$ cat src/rtl/pp_pkg.sv
package pp_pkg;

    localparam int COARSE_W = 6;
    localparam int FINE_W   = 4;
    localparam int ADC_W    = 10;
    localparam int EVENT_W  = COARSE_W + FINE_W + ADC_W;
    localparam int STATUS_W = 3;
    localparam int WORD_W   = STATUS_W + EVENT_W;

    typedef struct packed {
        logic [COARSE_W-1:0] coarse;
        logic [FINE_W-1:0]   fine;
        logic [ADC_W-1:0]    adc;
    } event_t;

    typedef enum logic [STATUS_W-1:0] {
        ST_NORMAL = 3'b000,
        ST_LAST   = 3'b001,
        ST_EMPTY  = 3'b010,
        ST_BUSY   = 3'b100
    } status_e;

    typedef struct packed {
        status_e status;
        event_t  ev;
    } word_t;

    localparam event_t EVENT_ZERO = '{coarse: '0, fine: '0, adc: '0};
    localparam word_t  WORD_ZERO  = '{status: ST_NORMAL, ev: EVENT_ZERO};

    // Status words that report a condition carry no payload.
    function automatic word_t tag_only(status_e st);
        word_t w;
        w.status = st;
        w.ev     = EVENT_ZERO;
        return w;
    endfunction

    function automatic word_t tag_data(status_e st, event_t ev);
        word_t w;
        w.status = st;
        w.ev     = ev;
        return w;
    endfunction

endpackage

$ cat src/rtl/pp_fifo.sv
module pp_fifo
    import pp_pkg::*;
#(
    parameter int DEPTH = 10
) (
    input  logic   clk,
    input  logic   rst,
    input  logic   push,
    input  event_t din,
    input  logic   pop,
    output event_t head,
    output logic   full,
    output logic   empty,
    output logic   last
);
    localparam int PTR_W = (DEPTH > 1) ? $clog2(DEPTH) : 1;
    localparam int CNT_W = $clog2(DEPTH + 1);
    localparam logic [PTR_W-1:0] PTR_MAX = PTR_W'(DEPTH - 1);
    localparam logic [CNT_W-1:0] CNT_MAX = CNT_W'(DEPTH);
    localparam logic [CNT_W-1:0] CNT_ONE = CNT_W'(1);

    event_t           mem [DEPTH];
    logic [PTR_W-1:0] wr_ptr;
    logic [PTR_W-1:0] rd_ptr;
    logic [CNT_W-1:0] level;
    logic             do_push;
    logic             do_pop;

    assign full    = (level == CNT_MAX);
    assign empty   = (level == '0);
    assign last    = (level == CNT_ONE);
    assign do_push = push && !full;
    assign do_pop  = pop && !empty;
    assign head    = mem[rd_ptr];

    always_ff @(posedge clk) begin
        if (do_push) begin
            mem[wr_ptr] <= din;
        end
    end

    always_ff @(posedge clk) begin
        if (rst) begin
            wr_ptr <= '0;
            rd_ptr <= '0;
            level  <= '0;
        end else begin
            if (do_push) begin
                wr_ptr <= (wr_ptr == PTR_MAX) ? '0 : wr_ptr + 1'b1;
            end
            if (do_pop) begin
                rd_ptr <= (rd_ptr == PTR_MAX) ? '0 : rd_ptr + 1'b1;
            end
            case ({do_push, do_pop})
                2'b10:   level <= level + 1'b1;
                2'b01:   level <= level - 1'b1;
                default: level <= level;
            endcase
        end
    end

endmodule

$ cat src/rtl/pp_role_timer.sv
module pp_role_timer #(
    parameter int CNT_W = 7
) (
    input  logic clk,
    input  logic rst,
    input  logic tick,
    output logic read_sel
);
    // Reset value puts the top bit at 1 so bank A starts as the write bank.
    localparam logic [CNT_W-1:0] CNT_INIT = {1'b1, {(CNT_W-1){1'b0}}};

    logic [CNT_W-1:0] count;

    always_ff @(posedge clk) begin
        if (rst) begin
            count <= CNT_INIT;
        end else if (tick) begin
            count <= count + 1'b1;
        end
    end

    assign read_sel = count[CNT_W-1];

endmodule

$ cat src/rtl/pp_read_tagger.sv
module pp_read_tagger
    import pp_pkg::*;
(
    input  logic   req,
    input  logic   req_bank,
    input  logic   read_sel,
    input  logic   bank_empty,
    input  logic   bank_last,
    input  event_t bank_head,
    output logic   pop,
    output word_t  word
);
    always_comb begin
        pop  = 1'b0;
        word = WORD_ZERO;
        if (req) begin
            if (req_bank != read_sel) begin
                word = tag_only(ST_BUSY);
            end else if (bank_empty) begin
                word = tag_only(ST_EMPTY);
            end else begin
                pop  = 1'b1;
                word = tag_data(bank_last ? ST_LAST : ST_NORMAL, bank_head);
            end
        end
    end

endmodule

$ cat src/rtl/pp_capture_buffer.sv
module pp_capture_buffer
    import pp_pkg::*;
#(
    parameter int DEPTH = 10,
    parameter int CNT_W = 7
) (
    input  logic                clk,
    input  logic                rst,
    input  logic                tick,
    input  logic                wr_en,
    input  logic [EVENT_W-1:0]  wr_event,
    input  logic                rd_en,
    input  logic                rd_bank,
    output logic                rd_valid,
    output logic [WORD_W-1:0]   rd_word,
    output logic                rd_sel,
    output logic                overflow
);
    localparam int BANKS = 2;

    logic          read_sel;
    logic          write_sel;
    logic          pop_req;
    word_t         next_word;
    word_t         word_q;
    logic          valid_q;
    logic          ovf_q;

    logic [BANKS-1:0] b_full;
    logic [BANKS-1:0] b_empty;
    logic [BANKS-1:0] b_last;
    logic [BANKS-1:0] b_push;
    logic [BANKS-1:0] b_pop;
    event_t           b_head [BANKS];

    pp_role_timer #(.CNT_W(CNT_W)) u_timer (
        .clk      (clk),
        .rst      (rst),
        .tick     (tick),
        .read_sel (read_sel)
    );

    assign write_sel = ~read_sel;

    for (genvar b = 0; b < BANKS; b++) begin : g_bank
        assign b_push[b] = wr_en && (write_sel == 1'(b));
        assign b_pop[b]  = pop_req && (read_sel == 1'(b));

        pp_fifo #(.DEPTH(DEPTH)) u_fifo (
            .clk   (clk),
            .rst   (rst),
            .push  (b_push[b]),
            .din   (event_t'(wr_event)),
            .pop   (b_pop[b]),
            .head  (b_head[b]),
            .full  (b_full[b]),
            .empty (b_empty[b]),
            .last  (b_last[b])
        );
    end

    pp_read_tagger u_tagger (
        .req        (rd_en),
        .req_bank   (rd_bank),
        .read_sel   (read_sel),
        .bank_empty (b_empty[read_sel]),
        .bank_last  (b_last[read_sel]),
        .bank_head  (b_head[read_sel]),
        .pop        (pop_req),
        .word       (next_word)
    );

    always_ff @(posedge clk) begin
        if (rst) begin
            valid_q <= 1'b0;
            word_q  <= WORD_ZERO;
            ovf_q   <= 1'b0;
        end else begin
            valid_q <= rd_en;
            word_q  <= next_word;
            if (wr_en && b_full[write_sel]) begin
                ovf_q <= 1'b1;
            end
        end
    end

    assign rd_valid = valid_q;
    assign rd_word  = word_q;
    assign rd_sel   = read_sel;
    assign overflow = ovf_q;

endmodule

$ cat config.mk
export PLATFORM = sky130hd
export DESIGN_NAME = pp_capture_buffer
export DESIGN_NICKNAME = d
export VERILOG_FILES = /design/src/rtl/pp_pkg.sv /design/src/rtl/pp_fifo.sv /design/src/rtl/pp_role_timer.sv /design/src/rtl/pp_read_tagger.sv /design/src/rtl/pp_capture_buffer.sv
export SDC_FILE = /design/constraint.sdc
export NUM_CORES = 1
export LEC_CHECK = 0
export ABC_AREA = 1
export BUFFER_PORTS_ARGS = -buffer_cell sky130_fd_sc_hd__buf_2
export CAP_MARGIN = 0
export CELL_PAD_IN_SITES_DETAIL_PLACEMENT = 0
export CELL_PAD_IN_SITES_GLOBAL_PLACEMENT = 1
export CORE_AREA = 2 2 203 205
export CTS_CLUSTER_SIZE = 30
export DETAILED_ROUTE_END_ITERATION = 6
export DIE_AREA = 0 0 205 207
export PLACE_DENSITY_LB_ADDON = 0.25
export SKIP_LAST_GASP = 1
export SYNTH_ARGS = -nofsm -noshare
export SYNTH_HDL_FRONTEND = slang
export SYNTH_SLANG_ARGS = --single-unit
$ cat constraint.sdc
create_clock -name clk -period 4.1 [get_ports clk]
set_input_delay 0.41 -clock clk [delete_from_list [all_inputs] [get_ports clk]]
set_output_delay 0.41 -clock clk [all_outputs]
set_load 0.03 [all_outputs]
* Word-level counts from Yosys, hierarchy flattened
Memory sizes are Yosys's and may differ from the RTL's. A register that Yosys moved wholly into a read port is not among the register bits. Index checks and enable logic that the tools add are counted.
Storage, ports and cells: register bits 56, bits in writable memories 400, output and inout port bits 26, logic and storage cells 94, memories 2
Cells by class: add/subtract/negate cells 9, magnitude comparators 3, eq/ne operators 13, mux-type cells 29, bitwise gates (word level) 3, reduce and logical (&&, ||, !) cells 20
Memories:
- g_bank[0].u_fifo.mem | words 10, width 20, read ports 1, clocked after Yosys merged registers in 1, write ports 1, line pp_fifo.sv:22 | event_t mem [DEPTH];
- g_bank[1].u_fifo.mem | words 10, width 20, read ports 1, clocked after Yosys merged registers in 1, write ports 1, line pp_fifo.sv:22
Operator list (count):
- 20-bit 2-to-1 mux | 3
- 23-bit 2-to-1 mux | 2
- 4-bit 2-to-1 mux | 8
- 4-bit by 1-bit adder with 4-bit output (second input constant) | 6
- 4-bit equality test (second input constant) | 6
- 4-bit case mux with 2 select lines | 2
- 1-bit 2-to-1 mux | 14
- 1-bit logical AND | 9
- 4-bit by 1-bit equality test with 1-bit output (second input constant) | 2
- 4-bit zero test | 2
- 4-bit by 1-bit subtractor with 4-bit output (second input constant) | 2
- 7-bit by 1-bit adder with 7-bit output (second input constant) | 1
- 2-bit by 1-bit equality test with 1-bit output (second input constant) | 2
- 2-bit equality test (second input constant) | 2
- 1-bit zero test | 4
- 1-bit by 2-bit < comparator with 1-bit output (second input constant) | 2
- 2-bit nonzero test | 2
- 4-bit OR reduction | 1
- 3-bit OR reduction | 1
- 2-bit greater-or-equal comparator (second input constant) | 1
- 1-bit inverter | 2
- 1-bit inverter with 2-bit output | 1
- 2-bit OR reduction | 1
- 1-bit != test | 1

* Depth between registers and ports, before layout
Gate-level depths: netlist of the first run.
depth in word-level cells 10, mapped depth 13, mapped depth without buffers 13

* Hierarchy
From an unflattened synthesis of the first run, not the netlist that was laid out.
Second synthesis, totals: cells, all modules 2033, area total of the unflattened synthesis 20176.9 sq um
By module, submodules not included:
- pp_fifo at g_bank[1].u_fifo | times used 1, cells an instance 886, area an instance 9236.4 sq um, sequential area each 6326.1 sq um
- pp_fifo at g_bank[0].u_fifo | times used 1, cells an instance 886, area an instance 9231.4 sq um, sequential area each 6326.1 sq um
- pp_capture_buffer | times used 1, cells an instance 163, area an instance 1098.6 sq um, sequential area each 500.5 sq um
- pp_role_timer | times used 1, cells an instance 43, area an instance 309.0 sq um, sequential area each 140.1 sq um
- pp_read_tagger | times used 1, cells an instance 55, area an instance 301.5 sq um, sequential area each 0.0 sq um

* Least setup slack after synthesis of the first run
Ideal clock, no wire load.
path type reg2reg, from register g_bank[1].u_fifo.level[0], to memory g_bank[1].u_fifo.mem[8][0] (netlist bit) (enable), data arrival time 2.894 ns, setup slack 0.758 ns, cell stages (with the launch flop) 7, period minus slack after synthesis 3.342 ns, path through dfxtp_1 > inv_1 > ha_1 > nand3_1 > nand2_1 > buf_2 > nor4_1
Between the ends: longest elaborated chain between the ends 5
RTL lines:
- start: declaration | line pp_fifo.sv:25 | logic [CNT_W-1:0] level;
- start signal: assignment | line pp_fifo.sv:55 | 2'b10: level <= level + 1'b1;
- start signal: assignment | line pp_fifo.sv:56 | 2'b01: level <= level - 1'b1;
- start signal: assignment | line pp_fifo.sv:57 | default: level <= level;
- 4-bit equality test | line pp_fifo.sv:29 | assign full = (level == CNT_MAX);
- 1-bit zero test | line pp_fifo.sv:32 | assign do_push = push && !full;
- 1-bit logical AND | line pp_fifo.sv:32
- 1-bit 2-to-1 mux | line pp_fifo.sv:37 | if (do_push) begin
- 1-bit 2-to-1 mux (not written as such) | line pp_fifo.sv:38 | mem[wr_ptr] <= din;
- end: declaration | line pp_fifo.sv:22
No other way between the ends.

* Worst setup path after layout of the first run
from register g_bank[0].u_fifo.level[0], to memory g_bank[0].u_fifo.mem[5][0] (netlist bit) (enable)
Between the ends: longest elaborated chain between the ends 5
RTL lines (line):
- start: declaration | pp_fifo.sv:25
- start signal: assignment | pp_fifo.sv:55
- start signal: assignment | pp_fifo.sv:56
- start signal: assignment | pp_fifo.sv:57
- 4-bit equality test | pp_fifo.sv:29
- 1-bit zero test | pp_fifo.sv:32
- 1-bit logical AND | pp_fifo.sv:32
- 1-bit 2-to-1 mux | pp_fifo.sv:37
- 1-bit 2-to-1 mux (not written as such) | pp_fifo.sv:38
- end: declaration | pp_fifo.sv:22
No other way between the ends.

==> impl_metrics.ini, run 1 <==
[logic_synthesis]
syn_nets = 1978
synth.cells.most_frequent = nand2_1, edfxtp_1, inv_1
yosysWarnings = 0
yosysTopAreaCellShare_pct = 61.4
synth_seq_area_share_pct = 67.9
ys_types = 34
yosys_most_used_dff = edfxtp_1
async_flop_share_pct = 0
syn_inst = 1941
synth.area.top_cells = edfxtp_1, nand2_1, dfxtp_1
ys_seq_elements = 464
syn_area_per_cell_um2 = 10.1
synth.most_common_cell = nand2_1
synth-edff-count = 400
synth_top_area_cell = edfxtp_1
synth_area_mm2 = 0.0196

[grt]
track_usage_pct = 21.3
overflow = 0
grt_pass1_wl_mm = 69.4
grt_pass1_vias = 12315
antenna_found_initial = 1
grt_max_degree = 67

[timing]
finClkSkew_ns = 0.0116
finalSetupViolations = 0
fin_tns_setup_ns = 0
rsz0062_at_grt = false
min_period_ns = 2.80
whs_ns = 0.0904
relSlewSlack_pct = 18.7
clock.fmax_mhz = 358
finalHoldViolCount = 0
finalWorstSetupSlack_ns = 1.30
fin_crit_sh_pct = 68.2
slew_violations = 0
worstMarginPinSlew_ns = 1.22

[routing]
wl_per_cell_um = 17.5
firstDrtPassIters = 5
vias = 12911
drc = 0
routed_wl_mm = 44.7
viasPerCell = 5.05
ant_nets = 0
drt-initial-drc-count = 917

[final_layout]
antenna_cells = 0
fill_cells = 3550
layout.nets = 2024
syn_to_final_growth_pct = 11.7
stdcell_area_mm2 = 0.0219
drive_gt1_share_pct = 9.04

[floorplan]
fp.dieArea_mm2 = 0.0424
die_w_um = 205
initial_core_util_pct = 48.5
die_height_um = 207
coreArea_mm2 = 0.0404
io_pins = 52
num_rows = 74

[cts]
cts.sinks = 464
cts_tree = done
cts_buffers = 49
clock_latency_ns = 0.57
cts_setup_buffers = 0
holdBufCountCts = 0
htree_num_levels = 2
clkTransAtPathRegs_ns = 0.06
clock-root-buffer = clkbuf_16
cts_buffer_depth = 3
post_cts_resized = 0

[setup_path]
endpoint = g_bank[0].u_fifo.mem[5][0]
rrSetupSlack_ns = 1.30
worst_r2r_endpoint = g_bank[0].u_fifo.mem[5][0]
worstSetupPathType = flop to flop
crit_path_start_kind = flop
worstPathRequired_ns = 4.28
critical_path_peak_fanout = 20
critical_path_arrival_ns = 2.98
cp-end-kind = flop
r2r_start = g_bank[0].u_fifo.level[0]
reg2reg_depth = 9
crit_path_start = g_bank[0].u_fifo.level[0]

[flow_run]
cap_violations = 0

[placed_design]
portBuffers = 51
gp_congestion = 0.758
place_ws_ns = 1.26
place_area_mm2 = 0.0204
post-dp-hpwl_mm = 26.7

[power_and_ir_drop]
p_leak_nw = 9.20
p_per_area_mw_per_mm2 = 432
vdd_drop_max_mv = 0.296

[status]
status = complete, no violations

[worst_hold_path]
hp-class = input port to flop
area by class of cell:
cell class / instances / area (um2) / area share, %
Inverter: 318 / 1190 / 5.46
Clock inverter: 25 / 111 / 0.510
Tap cell: 532 / 666 / 3.05
Timing Repair Buffer: 82 / 500 / 2.29
Multi-Input combinational cell: 1072 / 4730 / 21.6
Sequential cell: 464 / 13300 / 60.9
Clock buffer: 63 / 1350 / 6.18
registers in the layout, summed over array words and instances (netlist names), named ones only:
| register | count |
|---|---|
| u_timer.count | 7 |
| overflow | 1 |
| g_bank.u_fifo.wr_ptr | 8 |
| g_bank.u_fifo.rd_ptr | 8 |
| rd_valid | 1 |
| g_bank.u_fifo.mem | 400 |
| g_bank.u_fifo.level | 8 |
| rd_word | 23 |
logic make-up after synthesis:
family                   after synthesis  synth area share [%]
AND/OR/NAND/NOR                      966                  20.5
flip-flops                           464                  67.9
buffers and inverters                405                  8.21
AO/OA/AOI/OAI                         92                  2.50
adder cells (fa/ha/maj)               11                 0.703
XOR/XNOR                               3                 0.173
report_power, final:
part           switching, W  leakage (nW)  internal, W
sequential        0.0000119          4.13      0.00516
clock               0.00177         0.727      0.00230
combinational      0.000151          4.34    0.0000419
total               0.00193          9.20      0.00751
routing by layer:
metal  part of all wire [%]  track usage [%]
met1                     45             30.3
met2                     46             33.6
met3                    5.7             3.43
met4                    2.7             7.02
met5                      0                0
worst min path at each step:
stage                                    start                         end  cells after the start
CTS                                       tick            u_timer.count[1]                      2
finish                                    tick            u_timer.count[1]                      2
floorplan           g_bank[1].u_fifo.wr_ptr[3]  g_bank[1].u_fifo.wr_ptr[3]                      2
global placement                      overflow                    overflow                      2
detailed placement                    overflow                    overflow                      2
global route                              tick            u_timer.count[1]                      2
critical path: stages, from the launching register on:
cell	delay (ns)
dfxtp_1	0.38
inv_1	0.12
ha_1	0.22
nand3_1	0.11
nand3_1	0.15
inv_1	0.20
nand2_1	0.09
nor2_1	0.13
inv_1	0.09
nor2_2	0.92
metrics by stage:
stage          std cells  util [%]  total power, W
4_1_cts             2556      54.1         0.00953
6_report            2556      54.1         0.00944
5_1_grt             2556      54.1         0.00971
2_1_floorplan       1941         -         0.00536
3_3_place_gp        2468      50.5         0.00547
3_5_place_dp        2468      50.5         0.00547
cell usage in the layout (no fill, tap or decap):
master / netlist / final
clkbuf_1: 37 / 8
nor3_2: 0 / 4
xor2_2: 1 / 1
edfxtp_1: 400 / 400
o21ai_0: 21 / 21
nand3_1: 254 / 254
a31oi_1: 1 / 1
o31ai_1: 3 / 3
o211ai_1: 1 / 1
clkinv_4: 0 / 1
nor3b_1: 1 / 1
nor2_1: 62 / 49
clkinv_2: 0 / 10
nor3_1: 10 / 6
nand2_2: 2 / 2
inv_2: 6 / 6
buf_12: 0 / 1
buf_2: 39 / 51
dfxtp_1: 64 / 62
or2_0: 1 / 1
buf_4: 4 / 30
clkinv_1: 0 / 14
or2_2: 1 / 1
a21oi_4: 1 / 1
clkbuf_16: 0 / 50
nor2_4: 1 / 1
a21boi_0: 1 / 1
inv_1: 312 / 312
o22ai_1: 1 / 1
clkbuf_8: 0 / 5
nand4_1: 7 / 7
nor4_2: 0 / 1
nand2_1: 621 / 621
ha_1: 11 / 11
xor2_1: 2 / 2
nor2_2: 3 / 16
a21oi_1: 62 / 62
dfxtp_4: 0 / 2
and2_1: 2 / 2
a211oi_1: 1 / 1
Power figures use the tool's default switching activity.
==> inputs of run 2 (changes only) <==
- clock period: 4.1 -> 2.6 ns (I/O delays scaled with it)
==> run 2 against run 1 <==
  * Register-to-register slack got worse by 0.97 ns
  * Via count rose by 0.15%
  * Hold slack worse by 0.048 ns
  * Critical path depth is 1 higher
  * Clock power increased by 64%
  * Design area is 1.4% higher
  * First-iteration DRC count grew 1.5%
  * Sequential power is 58% higher
  * Sequential cell count stayed put
  * Global-route usage down 0.22 points
  * Clock skew grew 0.0073 ns
==> impl_metrics.ini, run 2 (same netlist as run 1, synthesis figures left out) <==
[routing]
vias = 12930
wl_per_cell_um = 17.1
drc = 0
routed_wl_mm = 44.0
ant_nets = 0
viasPerCell = 5.03
drt-initial-drc-count = 931
firstDrtPassIters = 5

[setup_path]
cpMaxStageDelayCell = dfxtp_1
crit_chain = inv_1, ha_1, nand3_1, nand3_1, inv_1, nand2_1, nor2_1, inv_1, nor2_2, buf_4
cpPeakStageDelay_ns = 0.39
worstPathRequired_ns = 2.80
cp-end-kind = flop
critical_path_peak_fanout = 20
critPathBufInv = 4
cpMostUsedCell = inv_1
worstSetupPathType = flop to flop
crit_path_start_kind = flop
critical_path_arrival_ns = 2.47
cp_top_family = buffers and inverters

[placed_design]
gp_congestion = 0.791
place_inst = 2480
portBuffers = 51
place_ws_ns = 0.346
post-dp-hpwl_mm = 25.8

[final_layout]
drive_gt1_share_pct = 9.67
final_cells = 2570
layout.nets = 2037
final_common_cell = nand2_1
fill_cells = 3454
largest_reg_flops = 400
syn_to_final_growth_pct = 13.2
layout_common_cells = nand2_1, edfxtp_1, inv_1
regMostFlops = g_bank.u_fifo.mem
antenna_cells = 0

[cts]
cts_tree = done
htree_num_levels = 2
cts_buffer_depth = 3
holdBufCountCts = 2
clock_latency_ns = 0.55
post_cts_resized = 0
cts_buffers = 48
cts_setup_buffers = 0
cts.sinks = 464
clock-root-buffer = clkbuf_16
clkTransAtPathRegs_ns = 0.06

[timing]
finClkSkew_ns = 0.0190
slew_violations = 0
finalHoldViolCount = 0
worstMarginPinSlew_ns = 0.946
rsz0062_at_grt = false
finalSetupViolations = 0
relSlewSlack_pct = 36.9
finalWorstSetupSlack_ns = 0.335
fin_crit_sh_pct = 87.1
min_period_ns = 2.26
clock.fmax_mhz = 442
fin_tns_setup_ns = 0

[status]
status = complete, no violations

[grt]
track_usage_pct = 21.1
grt_pass1_wl_mm = 69.5
grt_pass1_vias = 12639
grt_max_degree = 101
antenna_found_initial = 0
overflow = 0

[floorplan]
coreArea_mm2 = 0.0404
fp.dieArea_mm2 = 0.0424
initial_core_util_pct = 48.5
die_height_um = 207
num_rows = 74
die_w_um = 205
io_pins = 52

[power_and_ir_drop]
p_per_area_mw_per_mm2 = 684
vdd_drop_max_mv = 0.419
p_leak_nw = 9.33

[worst_hold_path]
hp-class = input port to flop

[flow_run]
cap_violations = 0
-- run 2: cell count changes in the layout (fill, tap and decap cells not counted) --
cell	change
clkinv_1	-9
buf_12	+8
clkbuf_1	+7
buf_4	+4
bufinv_16	+3
clkinv_2	-2
clkinvlp_4	+2
dlygate4sd3_1	+2
clkbuf_16	+1
clkbuf_8	-1
clkinv_4	-1
nor4_2	-1
nor4_4	+1
-- run 2: metal layers --
| layer | GRT usage [%] | share of wire [%] | routed length (um) | vias to the layer above |
|---|---|---|---|---|
| li1 | - | - | - | 6393 |
| met1 | 29.1 | 45 | 19700 | 6127 |
| met2 | 34.4 | 47 | 20700 | 340 |
| met3 | 3.54 | 5.6 | 2450 | 70 |
| met4 | 6.23 | 2.4 | 1060 | 0 |
| met5 | 0 | 0 | 0 | - |
-- run 2: path summary, 6_finish.rpt --
kind                                    from                         end  slack (ns)  cells past startpoint
setup / recovery   g_bank[0].u_fifo.level[0]  g_bank[0].u_fifo.mem[5][8]        0.34                     10
hold / removal                           rst  g_bank[1].u_fifo.wr_ptr[1]        0.04                      2
setup reg to reg   g_bank[0].u_fifo.level[0]  g_bank[0].u_fifo.mem[5][8]        0.34                     10
hold reg to reg   g_bank[0].u_fifo.wr_ptr[3]  g_bank[0].u_fifo.wr_ptr[3]        0.50                      2
-- run 2: area by class of cell --
type / count / area [um2] / area share, %
sequential: 464 / 13300 / 60.0
timing repair buffer: 96 / 711 / 3.21
clock buffer: 70 / 1390 / 6.26
inverter: 318 / 1190 / 5.39
tap: 532 / 666 / 3.00
multi-input combinational: 1072 / 4740 / 21.4
clock inverter: 18 / 164 / 0.740
-- run 2: per-stage QoR --
| step | instance area, um2 | hold WS, ns | power (W) | util (%) |
|---|---|---|---|---|
| 6_report | 22200 | 0.0422 | 0.0152 | 54.9 |
| 5_1_grt | 22200 | 0.0344 | 0.0156 | 54.9 |
| 4_1_cts | 22200 | 0.0188 | 0.0153 | 54.9 |
| 3_5_place_dp | 20600 | 0.486 | 0.00864 | 51.0 |
| 3_3_place_gp | 20600 | 0.454 | 0.00863 | 51.0 |
| 2_1_floorplan | 19600 | 0.350 | 0.00845 | - |
-- run 2: report_power, final --
| part | internal [W] | leakage (nW) | switching [W] |
|---|---|---|---|
| sequential | 0.00814 | 4.13 | 0.0000195 |
| clock | 0.00399 | 0.757 | 0.00270 |
| combinational | 0.0000730 | 4.44 | 0.000238 |
==> inputs of run 3 (changes only) <==
--- a/config.mk
+++ b/config.mk
@@ -11,8 +11,8 @@
 export CELL_PAD_IN_SITES_DETAIL_PLACEMENT = 0
 export CELL_PAD_IN_SITES_GLOBAL_PLACEMENT = 1
-export CORE_AREA = 2 2 203 205
+export CORE_AREA = 4 4 205 207
 export CTS_CLUSTER_SIZE = 30
 export DETAILED_ROUTE_END_ITERATION = 6
-export DIE_AREA = 0 0 205 207
+export DIE_AREA = 0 0 209 211
 export PLACE_DENSITY_LB_ADDON = 0.25
 export SKIP_LAST_GASP = 1
==> constraint.sdc (replaced) <==
create_clock -name clk -period 2.6 [get_ports clk]
set_input_delay 0.52 -clock clk [delete_from_list [all_inputs] [get_ports clk]]
set_output_delay 0.52 -clock clk [all_outputs]
set_load 0.03 [all_outputs]
==> run 3 against run 2 <==
  * Sequential power barely moved
  * Hold slack improved by 0.15 ns
  * Core utilization increased by 0.27 points
  * Cell count up 0.43%
  * Non-clock buffer count grew 8
  * Sequential cell count is the same
  * Clock skew increased by 0.0015 ns
  * Setup slack gained 0.022 ns
  * Fmax grew 0.97%
  * Total power rose by 1.5%
  * Register-to-register slack gained 0.02 ns
  * Largest cell class unchanged
==> impl_metrics.ini, run 3 (same netlist as run 1, synthesis figures left out) <==
[timing]
finalSetupViolations = 0
fin_tns_setup_ns = 0
rsz0062_at_grt = false
min_period_ns = 2.24
finalHoldViolCount = 0
clock.fmax_mhz = 446
slew_violations = 0
finClkSkew_ns = 0.0204
relSlewSlack_pct = 38.4
worstMarginPinSlew_ns = 0.923
whs_ns = 0.197
finalWorstSetupSlack_ns = 0.357
fin_crit_sh_pct = 86.3

[placed_design]
place_area_mm2 = 0.0207
portBuffers = 51
place_ws_ns = 0.350
gp_congestion = 0.808
post-dp-hpwl_mm = 28.8

[final_layout]
layout.nets = 2045
layout_common_cells = nand2_1, edfxtp_1, inv_1
stdcell_area_mm2 = 0.0223
drive_gt1_share_pct = 10.0
fill_cells = 3545
largest_reg_flops = 400
regMostFlops = g_bank.u_fifo.mem
syn_to_final_growth_pct = 13.8
final_common_cell = nand2_1

[routing]
vias = 13086
routed_wl_mm = 47.9
wl_per_cell_um = 18.6
firstDrtPassIters = 5
drc = 0
viasPerCell = 5.07
drt-initial-drc-count = 930
ant_nets = 0

[power_and_ir_drop]
vdd_drop_max_mv = 0.514
swShare_pct = 19.7
power.total_w = 0.0154
p_int_w = 0.0124
power.share.sequential_pct = 53.0
clockPowerShare_pct = 45.0
p_sw_w = 0.00303
p_leak_nw = 9.39
p_comb_share_pct = 2.0
p_per_area_mw_per_mm2 = 691

[grt]
antenna_found_initial = 0
grt_pass1_wl_mm = 73.9
grt_pass1_vias = 12837
track_usage_pct = 21.8
grt_max_degree = 101
overflow = 0

[worst_hold_path]
hp-class = input port to flop

[setup_path]
critical_path_peak_fanout = 7
cp-end-kind = flop
critical_path_arrival_ns = 2.71
worstPathRequired_ns = 3.07
rrSetupSlack_ns = 0.36
worstSetupPathType = flop to flop
crit_path_start_kind = flop

[cts]
cts.sinks = 464
cts_buffer_depth = 3
cts_tree = done
cts_setup_buffers = 0
clock-root-buffer = clkbuf_16
cts_buffers = 48
holdBufCountCts = 0
clock_latency_ns = 0.58
htree_num_levels = 2
post_cts_resized = 0
clkTransAtPathRegs_ns = 0.06

[floorplan]
die_w_um = 209
num_rows = 74
fp.dieArea_mm2 = 0.0441
die_height_um = 211
coreArea_mm2 = 0.0404
io_pins = 52
initial_core_util_pct = 48.5

[status]
status = complete, no violations

[flow_run]
cap_violations = 0
==> run 3: changes by cell type in the layout (fill, tap and decap cells not counted), moves of 2 or more <==
cell	previous run	this run
bufinv_16	3	6
inv_6	0	2
clkbuf_16	51	49
clkinv_2	8	4
clkinv_1	5	8
dlygate4sd3_1	2	0
buf_4	34	43
==> run 3: through the flow <==
step | instances | util, %
after global placement | 2490 | 51.2
after global routing | 2580 | 55.2
after CTS | 2580 | 55.2
final | 2581 | 55.2
after floorplan | 1941 | -
after detailed placement | 2490 | 51.2
==> run 3: worst max-delay path: stages (launching register included) <==
cell	delay, ns
dfxtp_1	0.38
inv_1	0.12
ha_1	0.23
nand3_1	0.08
nand2_1	0.11
inv_1	0.13
nand2_2	0.11
inv_2	0.12
ha_1	0.31
nor2_1	0.12
nand4_1	0.08
and2_1	0.16
o21ai_0	0.14
a21oi_1	0.06
==> run 3: worst paths after layout <==
kind / start / end / cells after the start
hold reg to reg: g_bank[1].u_fifo.wr_ptr[3] / g_bank[1].u_fifo.wr_ptr[3] / 2
setup / recovery: g_bank[1].u_fifo.level[0] / g_bank[1].u_fifo.level[3] / 13
hold / removal: tick / u_timer.count[1] / 2
setup reg to reg: g_bank[1].u_fifo.level[0] / g_bank[1].u_fifo.level[3] / 13
==> run 3: per-layer routing <==
| layer | vias up | track usage, % | routed length (um) |
|---|---|---|---|
| li1 | 6411 | - | - |
| met1 | 6268 | 29.8 | 21000 |
| met2 | 336 | 37.0 | 23000 |
| met3 | 71 | 3.61 | 2890 |
| met4 | 0 | 5.58 | 977 |
| met5 | - | 0 | 0 |
==> run 3: power groups by stage <==
| stage | Combinational [W] | Clock (W) | Sequential (W) |
|---|---|---|---|
| finish | 0.000311 | 0.00692 | 0.00816 |
| CTS | 0.000315 | 0.00708 | 0.00816 |
| detailed placement | 0.000315 | 0 | 0.00832 |
| global placement | 0.000309 | 0 | 0.00832 |
| global route | 0.000348 | 0.00737 | 0.00816 |
| floorplan | 0.000124 | 0 | 0.00832 |
==> run 3: area by class of cell <==
type / instances / area, um2 / area share, %
sequential: 464 / 13300 / 59.7
tap: 532 / 666 / 2.99
multi-input combinational: 1072 / 4740 / 21.3
antenna: 1 / 2.50 / 0.0112
timing repair buffer: 104 / 778 / 3.49
clock inverter: 22 / 264 / 1.19
inverter: 318 / 1190 / 5.36
clock buffer: 68 / 1330 / 5.96
